[config.mk]
export PLATFORM = sky130hd
export DESIGN_NAME = pwm_twocnt
export DESIGN_NICKNAME = d
export VERILOG_FILES = /design/src/rtl/pwm_twocnt_pkg.sv /design/src/rtl/pwm_frame_ctr.sv /design/src/rtl/pwm_duty_ctr.sv /design/src/rtl/pwm_sr_out.sv /design/src/rtl/pwm_twocnt.sv
export SDC_FILE = /design/constraint.sdc
export NUM_CORES = 1
export LEC_CHECK = 0
export BUFFER_PORTS_ARGS = -buffer_cell sky130_fd_sc_hd__buf_2
export CORE_ASPECT_RATIO = 1.2
export CORE_MARGIN = 8
export CORE_UTILIZATION = 45
export CTS_BUF_LIST = sky130_fd_sc_hd__clkbuf_8
export CTS_CLUSTER_SIZE = 30
export DETAILED_ROUTE_END_ITERATION = 12
export PLACE_DENSITY = 0.6
export SLEW_MARGIN = 20
export SYNTH_ARGS = -nofsm -noshare
export SYNTH_HDL_FRONTEND = slang
export SYNTH_SLANG_ARGS = --single-unit
[constraint.sdc]
create_clock -name clk -period 2.2 [get_ports clk]
set_input_delay 0.22 -clock clk [delete_from_list [all_inputs] [get_ports clk]]
set_output_delay 0.22 -clock clk [all_outputs]
set_load 0.02 [all_outputs]
[src/rtl/pwm_twocnt_pkg.sv]
package pwm_twocnt_pkg;

    typedef enum logic [1:0] {
        SR_HOLD = 2'd0,
        SR_SET  = 2'd1,
        SR_CLR  = 2'd2
    } sr_act_e;

    // Boundary decision has priority over a pending duty terminal count.
    function automatic sr_act_e sr_pick(input logic boundary,
                                        input logic duty_nonzero,
                                        input logic duty_done);
        if (boundary)
            return duty_nonzero ? SR_SET : SR_CLR;
        else if (duty_done)
            return SR_CLR;
        else
            return SR_HOLD;
    endfunction

    function automatic logic sr_next(input sr_act_e act, input logic q);
        case (act)
            SR_SET:  return 1'b1;
            SR_CLR:  return 1'b0;
            default: return q;
        endcase
    endfunction

endpackage

[src/rtl/pwm_frame_ctr.sv]
module pwm_frame_ctr #(
    parameter int CW = 8
) (
    input  logic          clk,
    input  logic          rst,
    input  logic [CW-1:0] reload_val,
    output logic [CW-1:0] cnt,
    output logic          tc
);
    logic [CW-1:0] dec;

    // Terminal count is the borrow out of the decrement.
    assign {tc, dec} = {1'b0, cnt} - {{CW{1'b0}}, 1'b1};

    always_ff @(posedge clk) begin
        if (rst)
            cnt <= '0;
        else if (tc)
            cnt <= reload_val;
        else
            cnt <= dec;
    end
endmodule

[src/rtl/pwm_duty_ctr.sv]
module pwm_duty_ctr #(
    parameter int CW = 8
) (
    input  logic          clk,
    input  logic          rst,
    input  logic          load,
    input  logic [CW-1:0] load_val,
    output logic [CW-1:0] cnt,
    output logic          run,
    output logic          tc
);
    logic [CW-1:0] dec;
    logic          borrow;

    assign {borrow, dec} = {1'b0, cnt} - {{CW{1'b0}}, 1'b1};
    assign tc = run & borrow;

    always_ff @(posedge clk) begin
        if (rst) begin
            cnt <= '0;
            run <= 1'b0;
        end else if (load) begin
            cnt <= load_val - {{(CW-1){1'b0}}, 1'b1};
            run <= (load_val != '0);
        end else if (run) begin
            if (borrow)
                run <= 1'b0;
            else
                cnt <= dec;
        end
    end
endmodule

[src/rtl/pwm_sr_out.sv]
module pwm_sr_out
    import pwm_twocnt_pkg::*;
(
    input  logic clk,
    input  logic rst,
    input  logic boundary,
    input  logic duty_nonzero,
    input  logic duty_done,
    output logic q
);
    sr_act_e act;

    always_comb act = sr_pick(boundary, duty_nonzero, duty_done);

    always_ff @(posedge clk) begin
        if (rst)
            q <= 1'b0;
        else
            q <= sr_next(act, q);
    end
endmodule

[src/rtl/pwm_twocnt.sv]
module pwm_twocnt #(
    parameter int CW = 8
) (
    input  logic          clk,
    input  logic          rst,
    input  logic          wr_en,
    input  logic [CW-1:0] period_in,
    input  logic [CW-1:0] duty_in,
    output logic          pwm_out,
    output logic          frame_start
);
    logic [CW-1:0] per_q;
    logic [CW-1:0] duty_q;
    logic [CW-1:0] frame_load;
    logic [CW-1:0] frame_cnt;
    logic          frame_tc;
    logic [CW-1:0] duty_cnt;
    logic          duty_run;
    logic          duty_tc;

    always_ff @(posedge clk) begin
        if (rst) begin
            per_q  <= '0;
            duty_q <= '0;
        end else if (wr_en) begin
            per_q  <= period_in;
            duty_q <= duty_in;
        end
    end

    assign frame_load = (per_q == '0) ? '0 : per_q - {{(CW-1){1'b0}}, 1'b1};

    pwm_frame_ctr #(.CW(CW)) u_frame (
        .clk        (clk),
        .rst        (rst),
        .reload_val (frame_load),
        .cnt        (frame_cnt),
        .tc         (frame_tc)
    );

    pwm_duty_ctr #(.CW(CW)) u_duty (
        .clk      (clk),
        .rst      (rst),
        .load     (frame_tc),
        .load_val (duty_q),
        .cnt      (duty_cnt),
        .run      (duty_run),
        .tc       (duty_tc)
    );

    pwm_sr_out u_out (
        .clk          (clk),
        .rst          (rst),
        .boundary     (frame_tc),
        .duty_nonzero (duty_q != '0),
        .duty_done    (duty_tc),
        .q            (pwm_out)
    );

    assign frame_start = frame_tc & ~rst;
endmodule

== Word level (Yosys, flattened, before mapping) ==
Index checks and enable logic that the tools add are counted.
Word-level totals
  bits in registers: 34
Cells by class
  add/sub/neg operators: 4
  eq/ne operators: 3
  mux-type cells: 12
  bitwise operators: 3
  reduce and logical (&&, ||, !) cells: 5
Operators by type and width (number)
  two-way mux 8 bit: 5
  subtractor 8 x 1 -> 9 bit, second input constant: 2
  subtractor 8 x 1 -> 8 bit, second input constant: 2
  zero test 8 bit: 1
  nonzero test 8 bit: 1
  two-way mux 2 bit: 3
  nonzero test 2 bit: 2
  two-way mux 1 bit: 3
  AND 1 bit: 2
  == test 2 x 1 -> 1 bit, second input constant: 1
  == test 2 bit, second input constant: 1
  inequality test 2 bit, second input constant: 1
  case mux 1 bit (2 select lines): 1
  AND reduction 2 bit: 1
  inverter 1 bit: 1

== Depth between registers and ports, before layout ==
Gate-level depths: netlist of the first run.
  depth in word-level cells: 6
  depth in mapped cells: 6

== Hierarchy ==
Synthesis of the first run repeated with hierarchy kept, for this count alone.
Second synthesis, totals
  cell total of the unflattened synthesis: 217
  area total of the unflattened synthesis: 1996.9 µm²
Modules (own cells, without submodules)
  pwm_twocnt: instances 1, cells each 84, area each 817.0 µm², seq. area each 320.3 µm²
  pwm_duty_ctr: instances 1, cells each 81, area each 719.4 µm², seq. area each 180.2 µm²
  pwm_frame_ctr: instances 1, cells each 48, area each 422.9 µm², seq. area each 160.2 µm²
  pwm_sr_out: instances 1, cells each 4, area each 37.5 µm², seq. area each 20.0 µm²

== Worst setup path after synthesis of the first run ==
OpenSTA, ideal clock, no wires.
  path type: reg-to-output
  from: register u_frame.cnt[2]
  to: output frame_start
  arrival time: 1.417 ns
  required time: 1.980 ns
  path slack: 0.563 ns
  stages on the path, launching flop included: 5
  cell sequence: dfxtp_1 -> nor3_2 -> nand3_1 -> clkbuf_1 -> nor2_1
On the way
  longest elaborated chain between the ends: 2
Ends and longest elaborated chain
  from (decl): RTL line pwm_frame_ctr.sv:7  | output logic [CW-1:0] cnt,
  from (signal assigned): RTL line pwm_frame_ctr.sv:19  | cnt <= reload_val;
  subtractor 8 x 1 -> 9 bit: RTL line pwm_frame_ctr.sv:13  | assign {tc, dec} = {1'b0, cnt} - {{CW{1'b0}}, 1'b1};
  AND 1 bit: RTL line pwm_twocnt.sv:60  | assign frame_start = frame_tc & ~rst;
  to (decl): RTL line pwm_twocnt.sv:10  | output logic frame_start
No other way between the ends.

== Final worst setup path of the first run ==
  from: register u_duty.cnt[0]
  to: register u_duty.cnt[0]
On the way
  longest elaborated chain between the ends: 4
Ends and longest elaborated chain
  from (decl): RTL line pwm_duty_ctr.sv:8  | output logic [CW-1:0] cnt,
  from (signal assigned): RTL line pwm_duty_ctr.sv:23  | cnt <= load_val - {{(CW-1){1'b0}}, 1'b1};
  subtractor 8 x 1 -> 9 bit *: RTL line pwm_duty_ctr.sv:15  | assign {borrow, dec} = {1'b0, cnt} - {{CW{1'b0}}, 1'b1};
  two-way mux 8 bit: RTL line pwm_duty_ctr.sv:26  | if (borrow)
  two-way mux 8 bit: RTL line pwm_duty_ctr.sv:25  | end else if (run) begin
  two-way mux 8 bit: RTL line pwm_duty_ctr.sv:22  | end else if (load) begin
Every way passes the cells marked *; elsewhere a longest branch is shown, timed or not. The select of a mux whose other input is x is not followed.
A chain may end at the register's enable or synchronous reset.

==> results.md, run 1 <==
- Flop2flop setup slack: roughly 0.4 ns
- Die area: 0.00630 mm²
- Avg Inst Size Synth: between 8 and 9 µm²
- Max-slew headroom: 0.597
- Fraction of layout cells with a size suffix above 1: 0.156
- CTS tree: yes
- Startpoint Class: register
- Hold Fails Final Rpt: 0
- DRT Wirelength: approximately 3.6 mm
- Hold Path Class: in -> reg
- Sequential share of the synthesized area: 0.378
- # setup viols final: 0
- CP top delay family: simple AND/OR/NAND/NOR gates
- Layout area overhead: 12.6%
- Antenna viol nets, final: 0
- Gr usage total: 0.122
- Synth cell types: 39
- IO Pins: 21
- Worst vdd ir: 0.615 mV
- Setup TNS: 0 ns
- Antenna Cells: 0
- Yosys warns: 0
- #FFs+latches synth: 34
- Starting DRT DRC Count: 42
- Die Wd: 73.8 µm
- F_max: about 560 MHz
- Utilization after layout: 0.519
- Clock transition at path regs: about 0.07 ns
- DR DRC count: 0
- Final cycle utilization of the critical path: 0.813
- Core area: 0.00391 mm²
- Critical path peak fanout: 6
- CTS HTree Levels: 2
- Status: finished clean
- Clk sinks: 34
- CTS buffer count: 5
- Critical path type: reg -> reg
- Worst-Margin Slew: 0.603 ns
- Post-synth net total: 228
- GRT overflow: 0
- WP data required: 2.40 ns
- Worst skew pair latency: roughly 0.28 ns
- Clock tree buffer depth: 2
- PwrDens: around 1200 mW/mm²
- RePlAce Congestion: slightly above 0.8
- Num rows: 25
- Critical path arrival: roughly 2 ns
- # Post-CTS Setup Buffers: 0
- Routed len/inst: around 13 µm
- Crit end category: register
- Hold_buf cts: 0
- Die span in y: 85.3 µm
- Final #Nets: approximately 250
- Post-CTS resize count: 0
- CTS Root Buffer Type: clkbuf_8
- Worst path bufs/invs: 1
- Max incr delay on CP: approximately 0.52 ns
- Initial antenna violation count: 0
- Largest net degree at the start of global routing: 22
- Yosys top cell by area: dfxtp_1
- Initial Utilization: 0.461
- Final slew viol count: 0
- Most frequent cells in the layout: dfxtp_1 (34), nor2_1 (28), mux2i_1 (20), buf_2 (20), nand2_1 (13)
- Slowest CP cell: nor4b_2
- Clock skew: between 0.006 and 0.007 ns
- RSZ-0062 raised after global routing: no
- Max cap viols: 0
- Port bufs: 20
- Via count: between 1000 and 1500
- Largest cells by area after synthesis: dfxtp_1 (38%), mux2i_1 (11%), nor2_1 (5.8%), xor2_1 (5.3%), ha_1 (3.5%)
- HPWL after DPL: between 2 and 3 mm
- Pre-Repair DR Iteration Count: 4
- P_leak: 0.871 nW
- Post-synth top area share: 0.378
- Post-Synthesis Cells: approximately 200
- First-pass GRT wire length: between 6 and 7 mm
- Via density: 5.22
- Vias in the first global route: ~1400
- Min Tclk post-route: 1.79 ns
- Commonest non-fill, non-tap cell in the layout: dfxtp_1
- CP Cell Sequence: inv_1 > ha_1 > nor4b_2 > a21oi_1 > xnor2_1 > a211oi_1
- Synthesized cell area: ~0.0018 mm²
## where the power goes
group	internal (mW)	switching [mW]
sequential	0.776	0.172
clock	0.208	0.212
combinational	0.495	0.622
## metrics by stage
stage          cells  area (µm²)  hold WS (ns)  power (mW)  setup WS (ns)
6_report         279        2030         0.171        2.48          0.411
5_1_grt          279        2030         0.171        2.68          0.259
4_1_cts          279        2030         0.163        2.51          0.401
3_5_place_dp     272        1950         0.462        2.08          0.456
3_3_place_gp     272        1950         0.450        2.05          0.568
2_1_floorplan    204        1800         0.367        1.83          0.563
## Yosys cell counts
cell	number
nor2_1	28
o31a_1	1
nor4_1	3
a221oi_1	1
nor3b_1	3
or3_1	5
o22ai_1	2
ha_1	5
xnor2_1	5
a31oi_1	1
o311ai_1	1
a211oi_2	3
and4b_1	1
mux2i_1	20
nor3_2	1
nor4_2	1
nand2_1	13
nor2b_1	2
inv_1	9
a2111oi_1	1
clkbuf_1	6
nand3b_1	3
o31ai_1	1
a211oi_1	5
nand3_1	8
or4b_1	1
nor3_1	7
nor4b_2	1
a21o_1	1
o32ai_1	1
o221ai_1	1
or4b_4	1
dfxtp_1	34
buf_2	2
and3_1	1
or2_4	1
xor2_1	11
a21oi_1	11
nand2b_1	2
## area by class of cell
class	instances	area [µm²]
Fill cell	384	1880
Multi-Input combinational cell	153	1060
Sequential cell	34	681
Timing Repair Buffer	22	115
Clock buffer	5	68.8
Tap cell	54	67.6
Inverter	9	33.8
Clock inverter	2	7.51
## cells by family after synthesis
group | synth area share
AOI/OAI and AO/OA | 0.121
buffers and inverters | 0.0368
adders and majority gates | 0.0347
xor gates and xnor gates | 0.0777
DFF | 0.378
and+or+nand+nor | 0.241
muxes | 0.111
## worst min-delay path: cells and delay by family
| family | cells | cell delay, ns |
|---|---|---|
| buf+inv | 1 | 0.07 |
| mux | 1 | 0.05 |
| simple gates | 1 | 0.07 |
## registers in the layout, summed over array words and instances, names as in the netlist
register     flops
duty_q           8
per_q            8
u_duty.cnt       8
u_frame.cnt      8
u_duty.run       1
u_out.q          1
## per-layer routing
layer,vias to the layer above,part of all wire,GRT usage
li1,762,-,-
met1,665,0.49,0.151
met2,25,0.45,0.190
met3,4,0.040,0.0342
met4,0,0.011,0.0528
met5,-,0,0
## final timing paths
kind | start | to | cells past startpoint
max | u_duty.cnt[0]$_SDFFE_PP0P_ | u_duty.cnt[0]$_SDFFE_PP0P_ | 6
max reg2reg | u_duty.cnt[0]$_SDFFE_PP0P_ | u_duty.cnt[0]$_SDFFE_PP0P_ | 6
min | duty_in[0] | duty_q[0]$_SDFFE_PP0P_ | 3
min reg2reg | u_out.q$_SDFFE_PP0P_ | u_out.q$_SDFFE_PP0P_ | 2
No activity file was read; power rests on OpenSTA's default activity.
==> inputs of run 2 (changes only) <==
--- a/config.mk
+++ b/config.mk
@@ -12,7 +12,7 @@
 export CTS_BUF_LIST = sky130_fd_sc_hd__clkbuf_8
 export CTS_CLUSTER_SIZE = 30
 export DETAILED_ROUTE_END_ITERATION = 12
-export PLACE_DENSITY = 0.6
+export PLACE_DENSITY = 0.63
 export SLEW_MARGIN = 20
 export SYNTH_ARGS = -nofsm -noshare
 export SYNTH_HDL_FRONTEND = slang
==> constraint.sdc (replaced) <==
create_clock -name clk -period 1.5 [get_ports clk]
set_input_delay 0.15 -clock clk [delete_from_list [all_inputs] [get_ports clk]]
set_output_delay 0.15 -clock clk [all_outputs]
set_load 0.02 [all_outputs]
==> run 2 against run 1 <==
  * Largest power group unchanged
  * Highest routed layer unchanged
  * Maximum frequency is 19% higher
  * Via count is 6.6% higher
  * Critical path depth is 2 lower
  * Die area stayed put
  * Wire length is 10% higher
  * Worst setup slack worse by 0.41 ns
  * Cell count is 9.0% higher
  * Clock skew is 0.00060 ns lower
  * Combinational power is 130% higher
  * Core utilization is 9.0 points higher
  * The run now ends with negative setup slack left
  * First-iteration DRC count is 64% higher
==> results.md, run 2 (same netlist as run 1, synthesis figures left out) <==
- Status: complete, but fails checks
- Failing checks: negative setup slack
- Setup TNS: -0.000651 ns (-0.000651 ns)
- Min Tclk post-route: 1.50 ns (-0.288 ns)
- Clock transition at path regs: 0.07 ns (about the same)
- Die area: 0.00630 mm² (unchanged)
- P_leak: 1.03 nW (+19%)
- Starting DRT DRC Count: 69 (+64%)
- HPWL after DPL: 2.82 mm (+7.4%)
- Core area: 0.00391 mm² (unchanged)
- CTS Root Buffer Type: clkbuf_8
- PwrDens: 1890 mW/mm² (+55%)
- Clk sinks: 34 (unchanged)
- Max cap viols: 0 (unchanged)
- GRT overflow: 0 (unchanged)
- Die span in y: 85.3 µm (unchanged)
- Reg2Reg Depth: 4 (-2)
- Crit end category: register
- CTS tree: yes
- Critical path arrival: 1.66 ns (-0.33 ns)
- Port bufs: 20 (unchanged)
- Most frequent cells in the layout: dfxtp_1 (28), nor2_1 (26), buf_4 (23)
- Initial antenna violation count: 0 (unchanged)
- WHS Path Cells: 3 (unchanged)
- Area after DPL: 0.00217 mm² (+11%)
- Routed len/inst: 13.0 µm (+1.1%)
- Pre-Repair DR Iteration Count: 4 (unchanged)
- Final cycle utilization of the critical path: 1.00 (+0.187)
- Antenna Cells: 0 (unchanged)
- WP data required: 1.66 ns (-0.74 ns)
- Clock tree buffer depth: 2 (unchanged)
- Levels on crit path: 4 (-2)
- Vias in the first global route: 1608 (+13%)
- Gr usage total: 0.136 (+0.0140)
- Worst-Margin Slew: 0.460 ns (-0.143 ns)
- Critical path type: reg -> reg
- Max-slew headroom: 0.693 (+0.0967)
- Final #Nets: 274 (+10%)
- DR DRC count: 0 (unchanged)
- Antenna viol nets, final: 0 (unchanged)
- RSZ-0062 raised after global routing: yes
- Fraction of layout cells with a size suffix above 1: 0.332 (+0.176)
- Flop2flop setup slack: -0.0007 ns (-0.41 ns)
- Worst skew pair latency: 0.28 ns (about the same)
- F_max: 666 MHz (+19%)
- Area of the multi-input gates: 0.00117 mm² (+11%)
- Final slew viol count: 0 (unchanged)
- Via density: 5.11 (-2.2%)
- CP Cell Sequence: or4b_4 > nor4_4 > mux2i_1 > a211oi_2
- Total Power Consumption: 4.51 mW (+82%)
- Cells after DPL: 295 (+8.5%)
- Num rows: 25 (unchanged)
- Worst setup margin: -0.000651 ns (-0.412 ns)
- Initial Utilization: 0.461 (unchanged)
- First-pass GRT wire length: 6.87 mm (+12%)
- Critical path peak fanout: 2 (-4)
- Worst path bufs/invs: 0 (-1)
- Clock skew: 0.00570 ns (-0.000596 ns)
- Worst vdd ir: 0.671 mV (+9.2%)
- Hold Path Class: in -> reg
- Via count: 1552 (+6.6%)
- DRT Wirelength: 3.94 mm (+10%)
- Max incr delay on CP: 0.55 ns (+0.03 ns)
- Commonest non-fill, non-tap cell in the layout: dfxtp_1
- Layout area overhead: 32.1%
- CP top delay family: simple AND/OR/NAND/NOR gates
- Utilization after layout: 0.609 (+0.0902)
- Startpoint Class: register
- RePlAce Congestion: 0.820 (+1.3%)
- Pre-CTS WS: -0.0948 ns (-0.551 ns)
- IO Pins: 21 (unchanged)
- WHS: 0.107 ns (-0.0649 ns)
- Fillers: 373 (-2.9%)
- CTS buffer count: 5 (unchanged)
- Register area: 688 µm² (+1.1%)
- Hold Fails Final Rpt: 0 (unchanged)
- CTS HTree Levels: 2 (unchanged)
- Final non-filler cell total: 304 (+9.0%)
- # setup viols final: 1 (+1)
- Die Wd: 73.8 µm (unchanged)
- Finished layout cell area: 0.00238 mm² (+17%)
- Largest net degree at the start of global routing: 24 (+9.1%)
- Slowest CP cell: or4b_4
run 2: cell types whose count changed in the layout (fill, tap and decap cells not counted), sizes merged:
cell and change:
buf +25
run 2: where the power goes:
part,internal [mW],total (mW),switching [mW]
Combinational,1.27,2.53,1.26
Sequential,1.15,1.37,0.214
Clock,0.306,0.613,0.307
run 2: layout make-up:
class	count	share of cell area
clock buffer	5	0.0289
clock inverter	2	0.00315
inverter	9	0.0142
multi-input combinational	153	0.493
sequential	34	0.289
tap	54	0.0284
timing repair buffer	47	0.143
run 2: final timing paths:
path	startpoint	endpoint
max reg2reg	u_duty.cnt[3]$_SDFFE_PP0P_	u_duty.cnt[7]$_SDFFE_PP0P_
max	u_duty.cnt[3]$_SDFFE_PP0P_	u_duty.cnt[7]$_SDFFE_PP0P_
min	period_in[1]	per_q[1]$_SDFFE_PP0P_
min reg2reg	u_out.q$_SDFFE_PP0P_	u_out.q$_SDFFE_PP0P_
run 2: timing repair:
item                                    CTS  global route
hold buffers                              0             0
pin swaps                                 6            12
setup buffers                             2             0
gates cloned                              0             0
endpoints found under the setup margin    8            14
resized for setup                         9            21
run 2: metal layers:
metal	share of wire	track usage
met5	0	0
met4	0.016	0.0656
met3	0.026	0.0307
met2	0.45	0.212
met1	0.51	0.169
run 2: worst min-delay path: stages:
cell and delay [ns]:
buf_2 0.07, mux2i_1 0.05, nor2_1 0.07
==> inputs of run 3 (changes only) <==
--- a/config.mk
+++ b/config.mk
@@ -7,7 +7,7 @@
 export LEC_CHECK = 0
 export BUFFER_PORTS_ARGS = -buffer_cell sky130_fd_sc_hd__buf_2
 export CORE_ASPECT_RATIO = 1.2
-export CORE_MARGIN = 8
+export CORE_MARGIN = 2
 export CORE_UTILIZATION = 45
 export CTS_BUF_LIST = sky130_fd_sc_hd__clkbuf_8
 export CTS_CLUSTER_SIZE = 30
==> run 3 against run 2 <==
  * The flow still finishes with violations (negative setup slack)
  * Wire length rose by 5.4%
  * Largest power group unchanged
  * Core utilization rose by 2.9 points
  * Largest cell class unchanged
  * Via count rose by 1.5%
  * Critical path type unchanged
  * Clock power rose by 31%
  * Critical endpoint unchanged
==> results.md, run 3 (same netlist as run 1, synthesis figures left out) <==
- Status: complete, but fails checks
- Failing checks: negative setup slack
- Final #Nets: 278 (+1.5%)
- Critical path peak fanout: 2 (unchanged)
- Gr usage total: 0.195 (+0.0588)
- Clock tree buffer depth: 2 (unchanged)
- Port bufs: 20 (unchanged)
- Commonest non-fill, non-tap cell in the layout: buf_4
- Max-slew headroom: 0.674 (-0.0199)
- Worst vdd ir: 0.776 mV (+16%)
- Fraction of layout cells with a size suffix above 1: 0.388 (+0.0562)
- DR DRC count: 0 (unchanged)
- Slowest CP cell: or4b_4
- Die area: 0.00453 mm² (-28%)
- Die span in y: 73.3 µm (-14%)
- CTS Root Buffer Type: clkbuf_8
- Internal power: 2.95 mW (+8.3%)
- CTS HTree Levels: 2 (unchanged)
- Worst setup margin: -0.0228 ns (-0.0221 ns)
- Combinational power share: 0.547 (-0.015)
- Most frequent cells in the layout: buf_4 (29), nor2_1 (26), dfxtp_1 (26)
- GRT overflow: 0 (unchanged)
- Hold_sp: duty_in[6]
- Via count: 1575 (+1.5%)
- RePlAce Congestion: 0.740 (-9.8%)
- Hold_buf cts: 0 (unchanged)
- Final cycle utilization of the critical path: 1.02 (+0.0147)
- Switching Fraction: 0.393 (-0.00231)
- Die Wd: 61.8 µm (-16%)
- Max cap viols: 0 (unchanged)
- Pre-Repair DR Iteration Count: 4 (unchanged)
- Critical path type: reg -> reg
- Initial antenna violation count: 0 (unchanged)
- Startpoint Class: register
- HPWL after DPL: 2.85 mm (+0.90%)
- Initial Utilization: 0.465 (+0.00372)
- Clock transition at path regs: 0.07 ns (about the same)
- Crit Reg-Reg Startpoint: u_duty.cnt[2]$_SDFFE_PP0P_
- Antenna Cells: 0 (unchanged)
- Starting DRT DRC Count: 37 (-46%)
- # setup viols final: 1 (unchanged)
- CTS buffer count: 5 (unchanged)
- Clock Power Share: 0.165 (+0.029)
- Layout area overhead: 37.4%
- Final slew viol count: 0 (unchanged)
- Crit. Startpoint: u_duty.cnt[2]$_SDFFE_PP0P_
- Crit end category: register
- WP data required: 1.66 ns (about the same)
- P_leak: 1.07 nW (+3.7%)
- Worst-Margin Slew: 0.487 ns (+0.0272 ns)
- Largest net degree at the start of global routing: 27 (+13%)
- Total Power Consumption: 4.87 mW (+7.8%)
- Seq pwr share: 0.288 (-0.015)
- Net switching power: 1.91 mW (+7.2%)
- Worst skew pair latency: 0.29 ns (about the same)
- Fillers: 351 (-5.9%)
- Final non-filler cell total: 309 (+1.6%)
- Clock skew: 0.00434 ns (-0.00136 ns)
- Num rows: 25 (unchanged)
- Core area: 0.00388 mm² (-0.80%)
- Via density: 5.10 (-0.16%)
- Hold Path Class: in -> reg
- Vias in the first global route: 1456 (-9.5%)
- Critical path arrival: 1.68 ns (+0.02 ns)
- F_max: 657 MHz (-1.5%)
- First-pass GRT wire length: 6.65 mm (-3.2%)
- Max incr delay on CP: 0.56 ns (about the same)
- CTS tree: yes
- Pre-CTS WS: -0.0705 ns (+0.0243 ns)
- Routed len/inst: 13.4 µm (+3.6%)
- Cells after DPL: 295 (unchanged)
- Antenna viol nets, final: 0 (unchanged)
- CP Cell Sequence: or4b_4 > nor4_4 > mux2i_1 > a211oi_2
- IO Pins: 21 (unchanged)
- PwrDens: 1960 mW/mm² (+3.7%)
- DRT Wirelength: 4.15 mm (+5.4%)
- Clk sinks: 34 (unchanged)
- Min Tclk post-route: 1.52 ns (+0.0221 ns)
- Hold Fails Final Rpt: 0 (unchanged)
- RSZ-0062 raised after global routing: yes
==> run 3: final timing paths <==
kind | end | slack (ns) | cells past startpoint
worst max-delay path | u_duty.cnt[7]$_SDFFE_PP0P_ | -0.02 | 4
worst min-delay path | duty_q[6]$_SDFFE_PP0P_ | 0.09 | 3
worst max register to register | u_duty.cnt[7]$_SDFFE_PP0P_ | -0.02 | 4
worst min register to register | u_out.q$_SDFFE_PP0P_ | 0.49 | 2
==> run 3: routing by layer <==
layer | part of all wire | GRT usage
met5 | 0 | 0
met3 | 0.031 | 0.0475
met1 | 0.47 | 0.256
met2 | 0.48 | 0.309
met4 | 0.013 | 0.0662
==> run 3: metrics by stage <==
step | util | hold WS (ns) | instance area (µm²) | TNS [ns]
floorplan | - | 0.297 | 1820 | -0.0274
global placement | 0.553 | 0.381 | 2140 | -0.141
detailed placement | 0.553 | 0.391 | 2140 | -0.282
CTS | 0.606 | 0.0965 | 2350 | -0.0472
global route | 0.639 | 0.0984 | 2480 | -0.440
finish | 0.639 | 0.0922 | 2480 | -0.0228
==> run 3: timing repair <==
| item | in CTS | in global routing |
|---|---|---|
| setup buffers | 5 | 2 |
| endpoints found under the setup margin | 9 | 15 |
| pin swaps | 6 | 12 |
| cloned | 0 | 0 |
| hold endpoints to repair | 0 | 0 |
| resized for setup | 14 | 28 |
==> run 3: final cells by class <==
class | instances | area [µm²] | area share
Clock buffer | 8 | 110 | 0.0444
Sequential cell | 34 | 693 | 0.280
Timing Repair Buffer | 51 | 347 | 0.140
Inverter | 9 | 33.8 | 0.0136
Tap cell | 54 | 67.6 | 0.0273
Multi-Input combinational cell | 153 | 1230 | 0.495
==> run 3: power groups by stage <==
stage          sequential [mW]  combinational (mW)  clock, mW
6_report                  1.40                2.66      0.803
5_1_grt                   1.43                2.91      0.857
4_1_cts                   1.36                2.40      0.814
3_5_place_dp              1.36                2.10          0
3_3_place_gp              1.34                2.09          0
2_1_floorplan             1.38                1.37          0
==> run 3: critical path, delay by kind of cell, from the launching register on <==
kind	cells	cell delay [ns]
AND/OR/NAND/NOR	2	0.72
flip-flops	1	0.33
AO/OA/AOI/OAI	1	0.09
multiplexers	1	0.26
